## src/rtl/nand_cb_pkg.sv

```systemverilog
// Shared definitions for the copy-back sequencer: bus cycle kinds and
// device command codes. Assumes a byte-wide command/address/data bus.
package nand_cb_pkg;
    localparam int COL_W = 12;

    localparam logic [7:0] OP_LOAD     = 8'h00;
    localparam logic [7:0] OP_LOAD_GO  = 8'h35;
    localparam logic [7:0] OP_WRITE    = 8'h85;
    localparam logic [7:0] OP_WRITE_GO = 8'h10;
    localparam logic [7:0] OP_STATUS   = 8'h70;

    typedef enum logic [1:0] {
        BK_CMD,
        BK_ADDR,
        BK_DIN,
        BK_DOUT
    } bus_kind_t;
endpackage

```

## src/rtl/nand_cb_cycle.sv

```systemverilog
// Bus cycle engine. It runs one command, address, data-in or data-out cycle
// for each go pulse. The strobe is low for LOW_CLKS clocks and then high for
// HIGH_CLKS clocks. CLE/ALE and the bus hold through both parts. A read
// cycle samples io_in on the last low clock. go is taken only when idle.
module nand_cb_cycle
    import nand_cb_pkg::*;
#(
    parameter int LOW_CLKS  = 2,
    parameter int HIGH_CLKS = 2
) (
    input  logic      clk,
    input  logic      rst_n,
    input  logic      go,
    input  bus_kind_t kind,
    input  logic [7:0] wbyte,
    input  logic [7:0] io_in,
    output logic      done,
    output logic      rvalid,
    output logic [7:0] rdata,
    output logic      cle,
    output logic      ale,
    output logic      we_n,
    output logic      re_n,
    output logic [7:0] io_out,
    output logic      io_oe
);
    localparam int MAXC = (LOW_CLKS > HIGH_CLKS) ? LOW_CLKS : HIGH_CLKS;
    localparam int CW   = $clog2(MAXC + 1);

    typedef enum logic [1:0] {PH_IDLE, PH_LOW, PH_HIGH} phase_t;

    phase_t    phase;
    logic [CW-1:0] cnt;
    bus_kind_t kind_q;
    logic [7:0] byte_q;

    // Cycle timing: accept, hold the strobe low, then release and finish.
    always_ff @(posedge clk) begin
        if (!rst_n) begin
            phase  <= PH_IDLE;
            cnt    <= '0;
            kind_q <= BK_CMD;
            byte_q <= '0;
            done   <= 1'b0;
            rvalid <= 1'b0;
            rdata  <= '0;
        end else begin
            done   <= 1'b0;
            rvalid <= 1'b0;
            case (phase)
                PH_IDLE: if (go) begin
                    kind_q <= kind;
                    byte_q <= wbyte;
                    cnt    <= CW'(LOW_CLKS - 1);
                    phase  <= PH_LOW;
                end
                PH_LOW: if (cnt == '0) begin
                    phase <= PH_HIGH;
                    cnt   <= CW'(HIGH_CLKS - 1);
                    if (kind_q == BK_DOUT) begin
                        rdata  <= io_in;
                        rvalid <= 1'b1;
                    end
                end else begin
                    cnt <= cnt - 1'b1;
                end
                PH_HIGH: if (cnt == '0) begin
                    phase <= PH_IDLE;
                    done  <= 1'b1;
                end else begin
                    cnt <= cnt - 1'b1;
                end
                default: phase <= PH_IDLE;
            endcase
        end
    end

    // Pin decode from the held cycle kind and phase.
    always_comb begin
        cle    = (phase != PH_IDLE) && (kind_q == BK_CMD);
        ale    = (phase != PH_IDLE) && (kind_q == BK_ADDR);
        io_oe  = (phase != PH_IDLE) && (kind_q != BK_DOUT);
        we_n   = !((phase == PH_LOW) && (kind_q != BK_DOUT));
        re_n   = !((phase == PH_LOW) && (kind_q == BK_DOUT));
        io_out = byte_q;
    end
endmodule

```

## src/rtl/nand_cb_wait.sv

```systemverilog
// Busy waiter. After go it ignores the ready line for GUARD_CLKS clocks so
// that the device has time to drop it. It then polls a two-flop synchronised
// copy. ok pulses when ready is seen. tout pulses if the line stays low for
// TIMEOUT_CLKS clocks of polling.
module nand_cb_wait #(
    parameter int GUARD_CLKS   = 4,
    parameter int TIMEOUT_CLKS = 2000
) (
    input  logic clk,
    input  logic rst_n,
    input  logic go,
    input  logic rb,
    output logic ok,
    output logic tout
);
    localparam int TW = $clog2(((TIMEOUT_CLKS > GUARD_CLKS) ? TIMEOUT_CLKS : GUARD_CLKS) + 1);

    typedef enum logic [1:0] {W_IDLE, W_GUARD, W_POLL} wst_t;

    wst_t          wst;
    logic [TW-1:0] cnt;
    logic          rb_m, rb_s;

    // Synchronise the asynchronous ready line.
    always_ff @(posedge clk) begin
        if (!rst_n) begin
            rb_m <= 1'b0;
            rb_s <= 1'b0;
        end else begin
            rb_m <= rb;
            rb_s <= rb_m;
        end
    end

    // Guard interval, then poll with a timeout.
    always_ff @(posedge clk) begin
        if (!rst_n) begin
            wst  <= W_IDLE;
            cnt  <= '0;
            ok   <= 1'b0;
            tout <= 1'b0;
        end else begin
            ok   <= 1'b0;
            tout <= 1'b0;
            case (wst)
                W_IDLE: if (go) begin
                    wst <= W_GUARD;
                    cnt <= '0;
                end
                W_GUARD: if (cnt == TW'(GUARD_CLKS - 1)) begin
                    wst <= W_POLL;
                    cnt <= '0;
                end else begin
                    cnt <= cnt + 1'b1;
                end
                W_POLL: if (rb_s) begin
                    ok  <= 1'b1;
                    wst <= W_IDLE;
                end else if (cnt == TW'(TIMEOUT_CLKS - 1)) begin
                    tout <= 1'b1;
                    wst  <= W_IDLE;
                end else begin
                    cnt <= cnt + 1'b1;
                end
                default: wst <= W_IDLE;
            endcase
        end
    end
endmodule

```

## src/rtl/nand_cb_check.sv

```systemverilog
// Request validator. It is purely combinational. It flags a parity mismatch
// between the source and target odd/even row bits, and any enabled patch
// that is empty or runs past the last column of the page.
module nand_cb_check
    import nand_cb_pkg::*;
#(
    parameter int PAGE_BYTES = 2112,
    parameter int NPATCH     = 2,
    parameter int LEN_W      = 8
) (
    input  logic                    src_par,
    input  logic                    dst_par,
    input  logic [NPATCH-1:0]       pen,
    input  logic [NPATCH*COL_W-1:0] pcol,
    input  logic [NPATCH*LEN_W-1:0] plen,
    output logic                    bad
);
    logic [NPATCH-1:0] pbad;

    for (genvar g = 0; g < NPATCH; g++) begin : g_patch
        logic [COL_W-1:0] col;
        logic [LEN_W-1:0] len;
        assign col = pcol[g*COL_W +: COL_W];
        assign len = plen[g*LEN_W +: LEN_W];
        // Range test for one patch.
        assign pbad[g] = pen[g] &&
            ((len == '0) || ((32'(col) + 32'(len)) > 32'(PAGE_BYTES)));
    end

    assign bad = (src_par != dst_par) || (|pbad);
endmodule

```

## src/rtl/nand_cb_seq.sv

```systemverilog
// Copy-back sequencer top. A state machine walks the two command phases,
// the optional readout, the patch bursts and the status read. It uses the
// cycle engine for every bus cycle and the waiter for both busy intervals.
// Assumes the device drops its ready line within GUARD_CLKS of a confirm.
module nand_cb_seq
    import nand_cb_pkg::*;
#(
    parameter int PAGE_BYTES   = 2112,
    parameter int ROW_BYTES    = 3,
    parameter int NPATCH       = 2,
    parameter int LEN_W        = 8,
    parameter int PAR_BIT      = 6,
    parameter int WE_LOW       = 2,
    parameter int WE_HIGH      = 2,
    parameter int GUARD_CLKS   = 4,
    parameter int TIMEOUT_CLKS = 2000
) (
    input  logic                    clk,
    input  logic                    rst_n,
    input  logic                    start,
    input  logic [ROW_BYTES*8-1:0]  src_row,
    input  logic [ROW_BYTES*8-1:0]  dst_row,
    input  logic                    readout_en,
    input  logic [NPATCH-1:0]       patch_en,
    input  logic [NPATCH*12-1:0]    patch_col,
    input  logic [NPATCH*LEN_W-1:0] patch_len,
    input  logic [NPATCH*8-1:0]     patch_fill,
    input  logic [7:0]              io_in,
    input  logic                    rb,
    output logic                    cle,
    output logic                    ale,
    output logic                    we_n,
    output logic                    re_n,
    output logic [7:0]              io_out,
    output logic                    io_oe,
    output logic [7:0]              rd_data,
    output logic                    rd_valid,
    output logic                    busy,
    output logic                    done,
    output logic                    pass,
    output logic                    fail,
    output logic                    illegal,
    output logic                    timeout
);
    localparam int ROW_W    = ROW_BYTES * 8;
    localparam int ADDR_CYC = 2 + ROW_BYTES;
    localparam int IDXW     = $clog2(PAGE_BYTES);
    localparam int PIW      = $clog2(NPATCH + 1);

    typedef enum logic [4:0] {
        S_IDLE, S_CHECK, S_C00, S_ASRC, S_C35, S_W1, S_RD, S_C85, S_ADST,
        S_PSEL, S_P85, S_PCOL, S_PDAT, S_C10, S_W2, S_C70, S_STAT, S_FIN
    } st_t;

    st_t                     st;
    logic                    pend;
    logic [IDXW-1:0]         idx;
    logic [PIW-1:0]          pi;
    logic [ROW_W-1:0]        src_q, dst_q;
    logic                    rdo_q;
    logic [NPATCH-1:0]       pen_q;
    logic [NPATCH*COL_W-1:0] pcol_q;
    logic [NPATCH*LEN_W-1:0] plen_q;
    logic [NPATCH*8-1:0]     pfill_q;
    logic                    pass_q, fail_q, ill_q, tout_q;

    logic       req_bad;
    logic       eng_go, eng_done, eng_rvalid;
    logic [7:0] eng_rdata;
    logic       wt_go, wt_ok, wt_tout;
    logic       op_valid;
    bus_kind_t  op_kind;
    logic [7:0] op_byte;
    int         pidx;
    logic [COL_W-1:0] cur_col;
    logic [LEN_W-1:0] cur_len;
    logic [7:0]       cur_fill;

    nand_cb_check #(
        .PAGE_BYTES(PAGE_BYTES), .NPATCH(NPATCH), .LEN_W(LEN_W)
    ) u_check (
        .src_par(src_q[PAR_BIT]), .dst_par(dst_q[PAR_BIT]),
        .pen(pen_q), .pcol(pcol_q), .plen(plen_q), .bad(req_bad)
    );

    nand_cb_cycle #(.LOW_CLKS(WE_LOW), .HIGH_CLKS(WE_HIGH)) u_cycle (
        .clk(clk), .rst_n(rst_n), .go(eng_go), .kind(op_kind),
        .wbyte(op_byte), .io_in(io_in), .done(eng_done),
        .rvalid(eng_rvalid), .rdata(eng_rdata), .cle(cle), .ale(ale),
        .we_n(we_n), .re_n(re_n), .io_out(io_out), .io_oe(io_oe)
    );

    nand_cb_wait #(.GUARD_CLKS(GUARD_CLKS), .TIMEOUT_CLKS(TIMEOUT_CLKS)) u_wait (
        .clk(clk), .rst_n(rst_n), .go(wt_go), .rb(rb),
        .ok(wt_ok), .tout(wt_tout)
    );

    // Current patch fields, clamped to a legal index.
    always_comb begin
        pidx     = (int'(pi) < NPATCH) ? int'(pi) : 0;
        cur_col  = pcol_q[pidx*COL_W +: COL_W];
        cur_len  = plen_q[pidx*LEN_W +: LEN_W];
        cur_fill = pfill_q[pidx*8 +: 8];
    end

    // Bus cycle selection for each state.
    always_comb begin
        op_valid = 1'b1;
        op_kind  = BK_CMD;
        op_byte  = 8'h00;
        case (st)
            S_C00:  op_byte = OP_LOAD;
            S_C35:  op_byte = OP_LOAD_GO;
            S_C85,
            S_P85:  op_byte = OP_WRITE;
            S_C10:  op_byte = OP_WRITE_GO;
            S_C70:  op_byte = OP_STATUS;
            S_ASRC, S_ADST: begin
                op_kind = BK_ADDR;
                if (int'(idx) >= 2)
                    op_byte = 8'(((st == S_ASRC) ? src_q : dst_q) >> (8 * (int'(idx) - 2)));
            end
            S_PCOL: begin
                op_kind = BK_ADDR;
                op_byte = (idx == '0) ? cur_col[7:0] : 8'(cur_col >> 8);
            end
            S_PDAT: begin
                op_kind = BK_DIN;
                op_byte = cur_fill;
            end
            S_RD, S_STAT: op_kind = BK_DOUT;
            default: op_valid = 1'b0;
        endcase
    end

    assign eng_go = op_valid && !pend;
    assign wt_go  = ((st == S_W1) || (st == S_W2)) && !pend;

    // Main sequencing: request latch, validation, phases and result flags.
    always_ff @(posedge clk) begin
        if (!rst_n) begin
            st      <= S_IDLE;
            pend    <= 1'b0;
            idx     <= '0;
            pi      <= '0;
            src_q   <= '0;
            dst_q   <= '0;
            rdo_q   <= 1'b0;
            pen_q   <= '0;
            pcol_q  <= '0;
            plen_q  <= '0;
            pfill_q <= '0;
            pass_q  <= 1'b0;
            fail_q  <= 1'b0;
            ill_q   <= 1'b0;
            tout_q  <= 1'b0;
        end else begin
            case (st)
                S_IDLE: if (start) begin
                    src_q   <= src_row;
                    dst_q   <= dst_row;
                    rdo_q   <= readout_en;
                    pen_q   <= patch_en;
                    pcol_q  <= patch_col;
                    plen_q  <= patch_len;
                    pfill_q <= patch_fill;
                    pass_q  <= 1'b0;
                    fail_q  <= 1'b0;
                    ill_q   <= 1'b0;
                    tout_q  <= 1'b0;
                    st      <= S_CHECK;
                end
                S_CHECK: begin
                    idx <= '0;
                    pi  <= '0;
                    if (req_bad) begin
                        ill_q <= 1'b1;
                        st    <= S_FIN;
                    end else begin
                        st <= S_C00;
                    end
                end
                S_W1, S_W2: begin
                    if (wt_ok) begin
                        pend <= 1'b0;
                        idx  <= '0;
                        if (st == S_W2) st <= S_C70;
                        else            st <= rdo_q ? S_RD : S_C85;
                    end else if (wt_tout) begin
                        pend   <= 1'b0;
                        tout_q <= 1'b1;
                        st     <= S_FIN;
                    end else if (wt_go) begin
                        pend <= 1'b1;
                    end
                end
                S_PSEL: begin
                    idx <= '0;
                    if (pi == PIW'(NPATCH))  st <= S_C10;
                    else if (pen_q[pidx])    st <= S_P85;
                    else                     pi <= pi + 1'b1;
                end
                S_FIN: st <= S_IDLE;
                default: begin
                    if (eng_done) begin
                        pend <= 1'b0;
                        idx  <= idx + 1'b1;
                        case (st)
                            S_C00:  begin st <= S_ASRC; idx <= '0; end
                            S_ASRC: if (idx == IDXW'(ADDR_CYC - 1)) begin
                                st <= S_C35; idx <= '0;
                            end
                            S_C35:  st <= S_W1;
                            S_RD:   if (idx == IDXW'(PAGE_BYTES - 1)) begin
                                st <= S_C85; idx <= '0;
                            end
                            S_C85:  begin st <= S_ADST; idx <= '0; end
                            S_ADST: if (idx == IDXW'(ADDR_CYC - 1)) begin
                                st <= S_PSEL; pi <= '0;
                            end
                            S_P85:  begin st <= S_PCOL; idx <= '0; end
                            S_PCOL: if (idx == IDXW'(1)) begin
                                st <= S_PDAT; idx <= '0;
                            end
                            S_PDAT: if (idx == IDXW'(cur_len) - IDXW'(1)) begin
                                st <= S_PSEL; pi <= pi + 1'b1;
                            end
                            S_C10:  st <= S_W2;
                            S_C70:  st <= S_STAT;
                            S_STAT: begin
                                fail_q <= eng_rdata[0];
                                pass_q <= !eng_rdata[0];
                                st     <= S_FIN;
                            end
                            default: st <= S_IDLE;
                        endcase
                    end else if (eng_go) begin
                        pend <= 1'b1;
                    end
                end
            endcase
        end
    end

    assign rd_data  = eng_rdata;
    assign rd_valid = eng_rvalid && (st == S_RD);
    assign busy     = (st != S_IDLE);
    assign done     = (st == S_FIN);
    assign pass     = pass_q;
    assign fail     = fail_q;
    assign illegal  = ill_q;
    assign timeout  = tout_q;
endmodule

```

## config.mk

```make
export PLATFORM = sky130hd
export DESIGN_NAME = nand_cb_seq
export DESIGN_NICKNAME = d
export VERILOG_FILES = /design/src/rtl/nand_cb_pkg.sv /design/src/rtl/nand_cb_cycle.sv /design/src/rtl/nand_cb_wait.sv /design/src/rtl/nand_cb_check.sv /design/src/rtl/nand_cb_seq.sv
export SDC_FILE = /design/constraint.sdc
export NUM_CORES = 1
export LEC_CHECK = 0
export BUFFER_PORTS_ARGS = -buffer_cell sky130_fd_sc_hd__buf_2
export CORE_AREA = 4 4 196 160
export CTS_CLUSTER_DIAMETER = 100
export DETAILED_ROUTE_END_ITERATION = 8
export DIE_AREA = 0 0 200 164
export SYNTH_ARGS = -nofsm -noshare
export SYNTH_HDL_FRONTEND = slang
export SYNTH_HIERARCHICAL = 1
export SYNTH_SLANG_ARGS = --single-unit
```

## constraint.sdc

```tcl
create_clock -name clk -period 5.7 [get_ports clk]
set_input_delay 1.14 -clock clk [delete_from_list [all_inputs] [get_ports clk]]
set_output_delay 1.14 -clock clk [all_outputs]
set_load 0.03 [all_outputs]
```

; Word level (Yosys, flattened, before mapping)
; Cells that the tools add are included.
[word_totals]
reg_bits = 172
wordCells = 259
out_inout_bits = 28
[op_classes]
bitwise = 6
shift = 4
reduce_logical = 70
eq_ne = 58
n_lt_le_gt_ge = 5
mux = 79
n_addsub = 8
mul = 1
[op_table]
columns = operator, count
row1 = "greater-than comparator 32 x 12 -> 1 bit, second input constant", 2
row2 = two-way mux 12 bit, 5
row3 = two-way mux 5 bit, 12
row4 = case mux 5 bit (12 select lines), 1
row5 = case mux 8 bit (7 select lines), 1
row6 = case mux 12 bit (4 select lines), 1
row7 = two-way mux 11 bit, 4
row8 = "== test 5 x 4 -> 1 bit, second input constant", 8
row9 = case mux 12 bit (3 select lines), 1
row10 = case mux 11 bit (3 select lines), 1
row11 = indexed part select 16 x 6 -> 8 bit, 2
row12 = >> shifter 24 x 32 -> 8 bit, 1
row13 = two-way mux 2 bit, 15
row14 = case mux 2 bit (3 select lines), 5
row15 = "inequality test 7 x 3 -> 1 bit, second input constant", 4
row16 = adder 12 x 8 -> 13 bit, 2
row17 = case mux 5 bit (5 select lines), 1
row18 = two-way mux 24 bit, 1
row19 = AND reduction 3 bit, 8
row20 = indexed part select 24 x 7 -> 12 bit, 1
row21 = two-way mux 1 bit, 22
row22 = "== test 5 x 3 -> 1 bit, second input constant", 4
row23 = "inequality test 2 bit, second input constant", 10
row24 = zero test 8 bit, 2
row25 = other kinds (52), 117

; Logic depth before layout (Yosys ltp)
; Gate-level depths: netlist (run 1).
[logic_depth]
ltp_word = 9
ltp_mapped = 15
mapped_depth_nobuf = 15

; By module
; The synthesis (run 1) kept the hierarchy.
[modules_own_cells]
columns = module, cells_each, area_per_inst_um2, n_inst
row1 = nand_cb_seq, 913, 7048.0, 1
row2 = nand_cb_cycle, 128, 1109.8, 1
row3 = nand_cb_wait, 107, 1042.2, 1
row4 = nand_cb_check, 122, 965.9, 1

; Least setup slack after synthesis (run 1)
; No wires, ideal clock.
[synth_timing]
kind = register to register
start = register pi[1]
end = register st[3]
period_less_slack_ns = 3.566
n_path_buf = 4
t_required_ns = 5.628
setup_time_ns = 0.072
path_slack_ns = 2.134
t_arrival_ns = 3.494
path_stages_with_launch = 16
cell_sequence = dfxtp_1 -> inv_1 -> ha_1 -> clkbuf_1 -> buf_2 -> buf_2 -> buf_1 -> mux2i_1 -> ha_1 -> nor4b_1 -> or2_2 -> or3_1 -> a311oi_1 -> nand4_1 -> a21oi_1 -> mux2i_1
[synth_via]
elab_chain_cells = 7
elab_cells_between_ends = 14
classes_between = 1 x add/sub / 1 x order compare / 4 x eq/ne / 1 x shift / 6 x mux / 1 x reduce/logical
[synth_lines]
columns = element, line
row1 = start: declaration, nand_cb_seq.sv:58  ; logic [PIW-1:0] pi;
row2 = start signal: assignment, nand_cb_seq.sv:201  ; else pi <= pi + 1'b1;
row3 = < comparator 2 bit, nand_cb_seq.sv:100  ; pidx = (int'(pi) < NPATCH) ? int'(pi) : 0;
row4 = two-way mux 2 bit, nand_cb_seq.sv:100
row5 = indexed part select 16 x 6 -> 8 bit or two-way mux 1 bit (tied branches), "nand_cb_seq.sv:102, nand_cb_seq.sv:200"
row6 = subtractor 8 x 1 -> 9 bit or two-way mux 1 bit (tied branches), "nand_cb_seq.sv:225, nand_cb_seq.sv:200"
row7 = == test 12 bit or two-way mux 1 bit (tied branches), "nand_cb_seq.sv:225, nand_cb_seq.sv:200"
row8 = inequality test 7 x 3 -> 1 bit (no source line) or inequality test 3 bit (tied branches), n/a
row9 = AND reduction 9 bit (no source line), n/a
row10 = end signal: assignment, nand_cb_seq.sv:188  ; else st <= rdo_q ? S_RD : S_C85;
row11 = end: declaration, nand_cb_seq.sv:55  ; st_t st;
; Parallel ways exist; a longest one is shown, timed or not. The select of a mux whose other input is x is not followed.
; A chain may end at the register's enable or synchronous reset.

; Worst setup path in the final report (run 1)
[layout_timing]
start = register st[1]
end = output busy
[layout_via]
elab_chain_cells = 1
[layout_lines]
columns = element, line
row1 = nonzero test 5 bit, nand_cb_seq.sv:247  ; assign busy = (st != S_IDLE);
row2 = end: declaration, nand_cb_seq.sv:38  ; output logic busy,
; No other way between the ends.

==> flow_metrics.tcl, run 1 <==
set metrics [dict create \
    dp_hpwl_um 22900 \
    syn_nets 1426 \
    grt_usage_pct 19.0 \
    path_max_fanout 27 \
    utilization_pct 40.1 \
    fin_cells 1761 \
    worst_setup_path_start_kind "register" \
    cap_violations 0 \
    synth_top_cell_by_area "dfxtp_1" \
    synth_flop_cell "dfxtp_1" \
    dr_wl_met3_um 1730 \
    end_kind "output port" \
    ys_warn_count 6 \
    vias 9624 \
    crit_buf_inv 2 \
    cts-root-buf "clkbuf_16" \
    synth_seq_cells 172 \
    yosys-top-cells-area "dfxtp_1 34%, nand2_1 11%, a21oi_1 5.1%, a21boi_0 4.9%, ha_1 4.3%" \
    avgRoutedWirePerCell_um 17.7 \
    cp_data_arrival_time_ps 2470 \
    grt_pass1_vias 9171 \
    first_iter_violations 732 \
    clkLatencyLatePin_ps 450 \
    hold_buffers 0 \
    clk_pin_slew_worst_paths_ps 80 \
    worst_pin_slew_ps 956 \
    antenna_found_initial 1 \
    dp_cells 1729 \
    stdcell_area_um2 11700 \
    skew_ps 13.9 \
    grt_overflow 0 \
    synth.top_cell.area_share_pct 33.9 \
    cp_data_required_time_ps 4560 \
    drv_slew 0 \
    finalSetupViolCount 0 \
    routabilityCongestion 0.909 \
    dr.pass1.iters 7 \
    nets 1527 \
    max_stage_delay_ps 610 \
    post_cts_resized 0 \
    die_x_um 200 \
    place_ws_ps 2200 \
    totalWireLength_um 31300 \
    finalCritPeriodShare_pct 63.3 \
    fp.dieArea_um2 32800 \
    cts_tree "done" \
    async_reset_ff_share_pct 0 \
    synth_area_um2 10200 \
    io_pins 147 \
    setup_slack_ps 2090 \
    diodes 0 \
    final_antenna_net_count 0 \
    slowest_stage "dfxtp_1" \
    rows 56 \
    finalSetupTns_ps 0 \
    ir_drop_mv 0.222 \
    holdCritPathClass "reg -> reg" \
    drive_above_1_share_pct 18.7 \
    core_area_um2 29200 \
    grt_pass1_wl_um 49700 \
    synth_edf_count 0 \
    power_mw 4.78 \
    dr_wl_met2_um 13800 \
    netlist_instances 1270 \
    dpl_cell_area_um2 11100 \
    cellPowerDensity_nw_per_um2 408 \
    wl_met1_um 15300 \
    relSlewSlack_pct 35.7 \
    dr.max_layer_used "met4" \
    min_period_ps 3610 \
    status "completed" \
    ys_seq_area_share_pct 33.9 \
    die_height_um 164 \
    crit_chain "or3_1, nor3_1, inv_1, buf_2" \
    crit_type "reg -> out" \
    htreeDepth 4 \
    drc 0 \
    hold_slack_ps 442 \
    finalHoldViolations 0 \
    avgSynthCellArea_um2 8.00 \
    cts_buffers 17 \
    post_cts_buffers 0 \
    area_growth_syn_to_layout_pct 15.3 \
    synth.distinct_cells 99 \
    fmax_mhz 277 \
    vias_per_cell 5.47 \
    p_leak_nw 4.42 \
    io_buffers 146 \
    fillers 3075 \
    rsz0062_at_grt "false" \
    ctsLongestPathBuffers 2 \
    grt_max_degree 78 \
    crit_family "simple AND/OR/NAND/NOR gates" \
    clock_sinks 172 \
    start_util_pct 34.8 \
]
worst paths after layout:
path / startpoint / end / slack [ps] / cells after the start
setup / recovery: st[1]$_SDFFE_PN0P_ / busy / 2090 / 4
hold / removal: u_wait/rb_m$_SDFF_PN0_ / u_wait/rb_s$_SDFF_PN0_ / 440 / 1
setup reg to reg: pi[1]$_SDFFE_PN0P_ / st[3]$_SDFFE_PN0P_ / 2120 / 11
hold reg to reg: u_wait/rb_m$_SDFF_PN0_ / u_wait/rb_s$_SDFF_PN0_ / 440 / 1
cell type report:
cell class	instances	area (um^2)	area share, %
multi-input combinational	991	6280	53.6
sequential	172	3440	29.4
timing repair buffer	158	821	7.00
tap	377	472	4.02
clock buffer	18	429	3.66
clock inverter	14	159	1.36
inverter	31	116	0.992
kinds of logic (layout without fill, tap and decap cells):
kind of cell / count (synthesis) / in the layout / synth area share [%]
and+or+nand+nor: 533 / 533 / 24.1
DFF: 172 / 172 / 33.9
muxes: 53 / 53 / 6.87
xor gates and xnor gates: 33 / 33 / 2.84
AOI/OAI and AO/OA: 335 / 335 / 23.1
buffers and inverters: 107 / 221 / 4.49
adders and majority gates: 37 / 37 / 4.70
metal layers:
| metal | track usage (%) | vias up |
|---|---|---|
| met1 | 27.7 | 4615 |
| li1 | - | 4696 |
| met4 | 4.78 | 0 |
| met5 | 0 | - |
| met3 | 3.79 | 25 |
| met2 | 28.8 | 288 |
cell usage after synthesis (8+ instances only):
| cell type | count |
|---|---|
| a21boi_0 | 67 |
| a21oi_1 | 104 |
| a31oi_1 | 8 |
| a32o_1 | 8 |
| and3_1 | 12 |
| buf_1 | 8 |
| buf_2 | 8 |
| clkbuf_1 | 54 |
| dfxtp_1 | 172 |
| ha_1 | 35 |
| inv_1 | 28 |
| mux2_2 | 9 |
| mux2i_1 | 30 |
| mux4_2 | 12 |
| nand2_1 | 304 |
| nand2b_1 | 10 |
| nand3_1 | 22 |
| nand4_1 | 11 |
| nor2_1 | 72 |
| nor3_1 | 23 |
| nor3b_1 | 8 |
| nor4_1 | 15 |
| o21ai_0 | 41 |
| o22ai_1 | 11 |
| xnor2_1 | 20 |
| xor2_1 | 13 |
layout by cell type (no fill, tap or decap), drive strengths merged, types with 30 or more instances in the layout:
cell | Yosys | layout
ha | 35 | 35
buf | 22 | 158
nand2 | 304 | 304
o21ai | 42 | 42
inv | 30 | 35
a21oi | 109 | 109
a21boi | 71 | 71
dfxtp | 172 | 172
nor2 | 74 | 74
mux2i | 30 | 30
where the power goes:
group / total [mW] / internal (mW) / switching (mW)
Sequential: 1.66 / 1.41 / 0.255
Clock: 1.19 / 0.621 / 0.566
Combinational: 1.93 / 0.722 / 1.21
sequential cells by signal, summed over array words and instances (netlist names), 5 cells and up:
signal and count:
st 5, dst_q 24, pfill_q 16, u_cycle/rdata 8, idx 12, u_wait/cnt 11, plen_q 16, u_cycle/io_out 8
pcol_q 24, src_q 24
No activity file was read; power rests on OpenSTA's default activity.
==> run 2: changes to the inputs <==
clock period = 3.3 ns   (was 5.7 ns; I/O delays follow)
==> run 2 against run 1 <==
Critical path depth rose by 9. Largest power group unchanged. Via count rose by 0.12%. Worst hold slack improved by 14 ps. Sequential cell count did not move. Die area did not move. Critical endpoint is now st[1]$_SDFFE_PN0P_. Clock power rose by 76%. Register-to-register slack got worse by 2100 ps. Non-clock buffer count rose by 40.
==> flow_metrics.tcl, run 2 (synthesized netlist as in run 1, its figures left out) <==
set metrics [dict create \
    stdcell_area_um2 12200 \
    grt_usage_pct 18.8 \
    ctsLongestPathBuffers 2 \
    cts-root-buf "clkbuf_16" \
    grt_max_degree 74 \
    vias_per_cell 5.35 \
    crit_end "st[1]$_SDFFE_PN0P_" \
    avgRoutedWirePerCell_um 17.3 \
    start_util_pct 34.8 \
    fin_cells 1800 \
    regToRegSetupSlack_ps 60 \
    clock_sinks 172 \
    reg2reg_from "pcol_q[0]$_SDFFE_PN0P_" \
    nets 1567 \
    grt_pass1_wl_um 49100 \
    finalSetupViolCount 0 \
    ff2ff_path_depth 13 \
    setup_slack_ps 60.7 \
    first_iter_violations 762 \
    area_growth_syn_to_layout_pct 19.8 \
    fmax_mhz 309 \
    htreeDepth 4 \
    path_max_fanout 3 \
    final_antenna_net_count 0 \
    finalHoldViolations 0 \
    skew_ps 13.3 \
    rows 56 \
    end_kind "register" \
    cellPowerDensity_nw_per_um2 708 \
    die_x_um 200 \
    die_height_um 164 \
    core_area_um2 29200 \
    clkLatencyLatePin_ps 430 \
    cp_data_required_time_ps 3660 \
    fp.dieArea_um2 32800 \
    clk_pin_slew_worst_paths_ps 70 \
    io_buffers 146 \
    grt_pass1_vias 8993 \
    ir_drop_mv 0.404 \
    worst_pin_slew_ps 820 \
    dpl_cell_area_um2 11500 \
    vias 9636 \
    cp-startpoint "pcol_q[0]$_SDFFE_PN0P_" \
    dr.pass1.iters 7 \
    antenna_found_initial 0 \
    worst_setup_path_start_kind "register" \
    cts_buffers 17 \
    rr_endpoint "st[1]$_SDFFE_PN0P_" \
    holdCritPathClass "reg -> reg" \
    hold_depth 1 \
    grt_overflow 0 \
    dp_cells 1765 \
    crit_type "reg -> reg" \
    final_common_cell "nand2_1" \
    power_mw 8.63 \
    hold_slack_ps 455 \
    diodes 0 \
    dp_hpwl_um 23200 \
    place_ws_ps -203 \
    status "completed" \
    totalWireLength_um 31200 \
    fillers 2886 \
    cts_tree "done" \
    finalCritPeriodShare_pct 98.2 \
    drive_above_1_share_pct 21.9 \
    relSlewSlack_pct 45.3 \
    cap_violations 0 \
    top_regs "dst_q (24), pcol_q (24), src_q (24)" \
    layout_common_cells "303 x nand2_1, 168 x dfxtp_1, 146 x buf_2" \
    drv_slew 0 \
    drc 0 \
    p_leak_nw 4.66 \
    routabilityCongestion 0.893 \
    cp_data_arrival_time_ps 3600 \
    io_pins 147 \
    rsz0062_at_grt "true" \
    min_period_ps 3240 \
]
run 2: per-stage QoR:
step	TNS, ps	utilization (%)
after global routing	-156	41.7
after floorplan	0	-
after global placement	-322	39.2
after detailed placement	-497	39.2
after CTS	-3.33	41.5
final	0	41.7
run 2: per-layer routing:
metal  up-vias  global-route usage [%]  share of wire, %
met5         -                       0                 0
met4         0                    3.73               1.2
met3        27                    3.53               6.2
met2       297                    27.8                44
met1      4532                    28.5                49
li1       4780                       -                 -
run 2: how the worst min path moves through the flow:
stage / to / start / slack (ps)
after floorplan: u_wait/rb_s$_SDFF_PN0_ / u_wait/rb_m$_SDFF_PN0_ / 410
after detailed placement: u_wait/rb_s$_SDFF_PN0_ / u_wait/rb_m$_SDFF_PN0_ / 440
final: u_wait/rb_s$_SDFF_PN0_ / u_wait/rb_m$_SDFF_PN0_ / 460
after CTS: u_wait/rb_m$_SDFF_PN0_ / rb / 440
after global placement: u_wait/rb_s$_SDFF_PN0_ / u_wait/rb_m$_SDFF_PN0_ / 430
after global routing: u_wait/rb_m$_SDFF_PN0_ / rb / 440
run 2: power by group:
part | switching (mW) | leakage [nW] | total, mW | internal [mW]
Sequential | 0.328 | 1.40 | 2.76 | 2.43
Combinational | 2.30 | 2.97 | 3.77 | 1.47
Clock | 0.949 | 0.289 | 2.09 | 1.15
Total | 3.58 | 4.66 | 8.63 | 5.05
run 2: repair_timing:
action | CTS | global route
gates resized for setup | 9 | 10
endpoints found under the hold margin | 0 | 0
setup buffers | 3 | 1
pin swaps | 8 | 7
hold buffers | 0 | 0
endpoints found under the setup margin | 3 | 4
run 2: final cells by class:
cell class	instances	area (um^2)	share of cell area, %
tap	377	472	3.87
sequential	172	3450	28.3
timing repair buffer	198	1170	9.61
clock inverter	14	178	1.46
multi-input combinational	991	6370	52.3
clock buffer	17	425	3.49
inverter	31	116	0.955
run 2: critical path, stage by stage, from the launching register on:
cell and delay (ps):
dfxtp_2 350, ha_2 200, fa_1 390, a21o_1 240, a221oi_4 320, a21oi_2 110
xnor2_1 200, a22oi_2 100, o311ai_4 280, o311ai_4 190, o31ai_1 240, a211oi_1 100
or3_1 320, a21boi_1 120
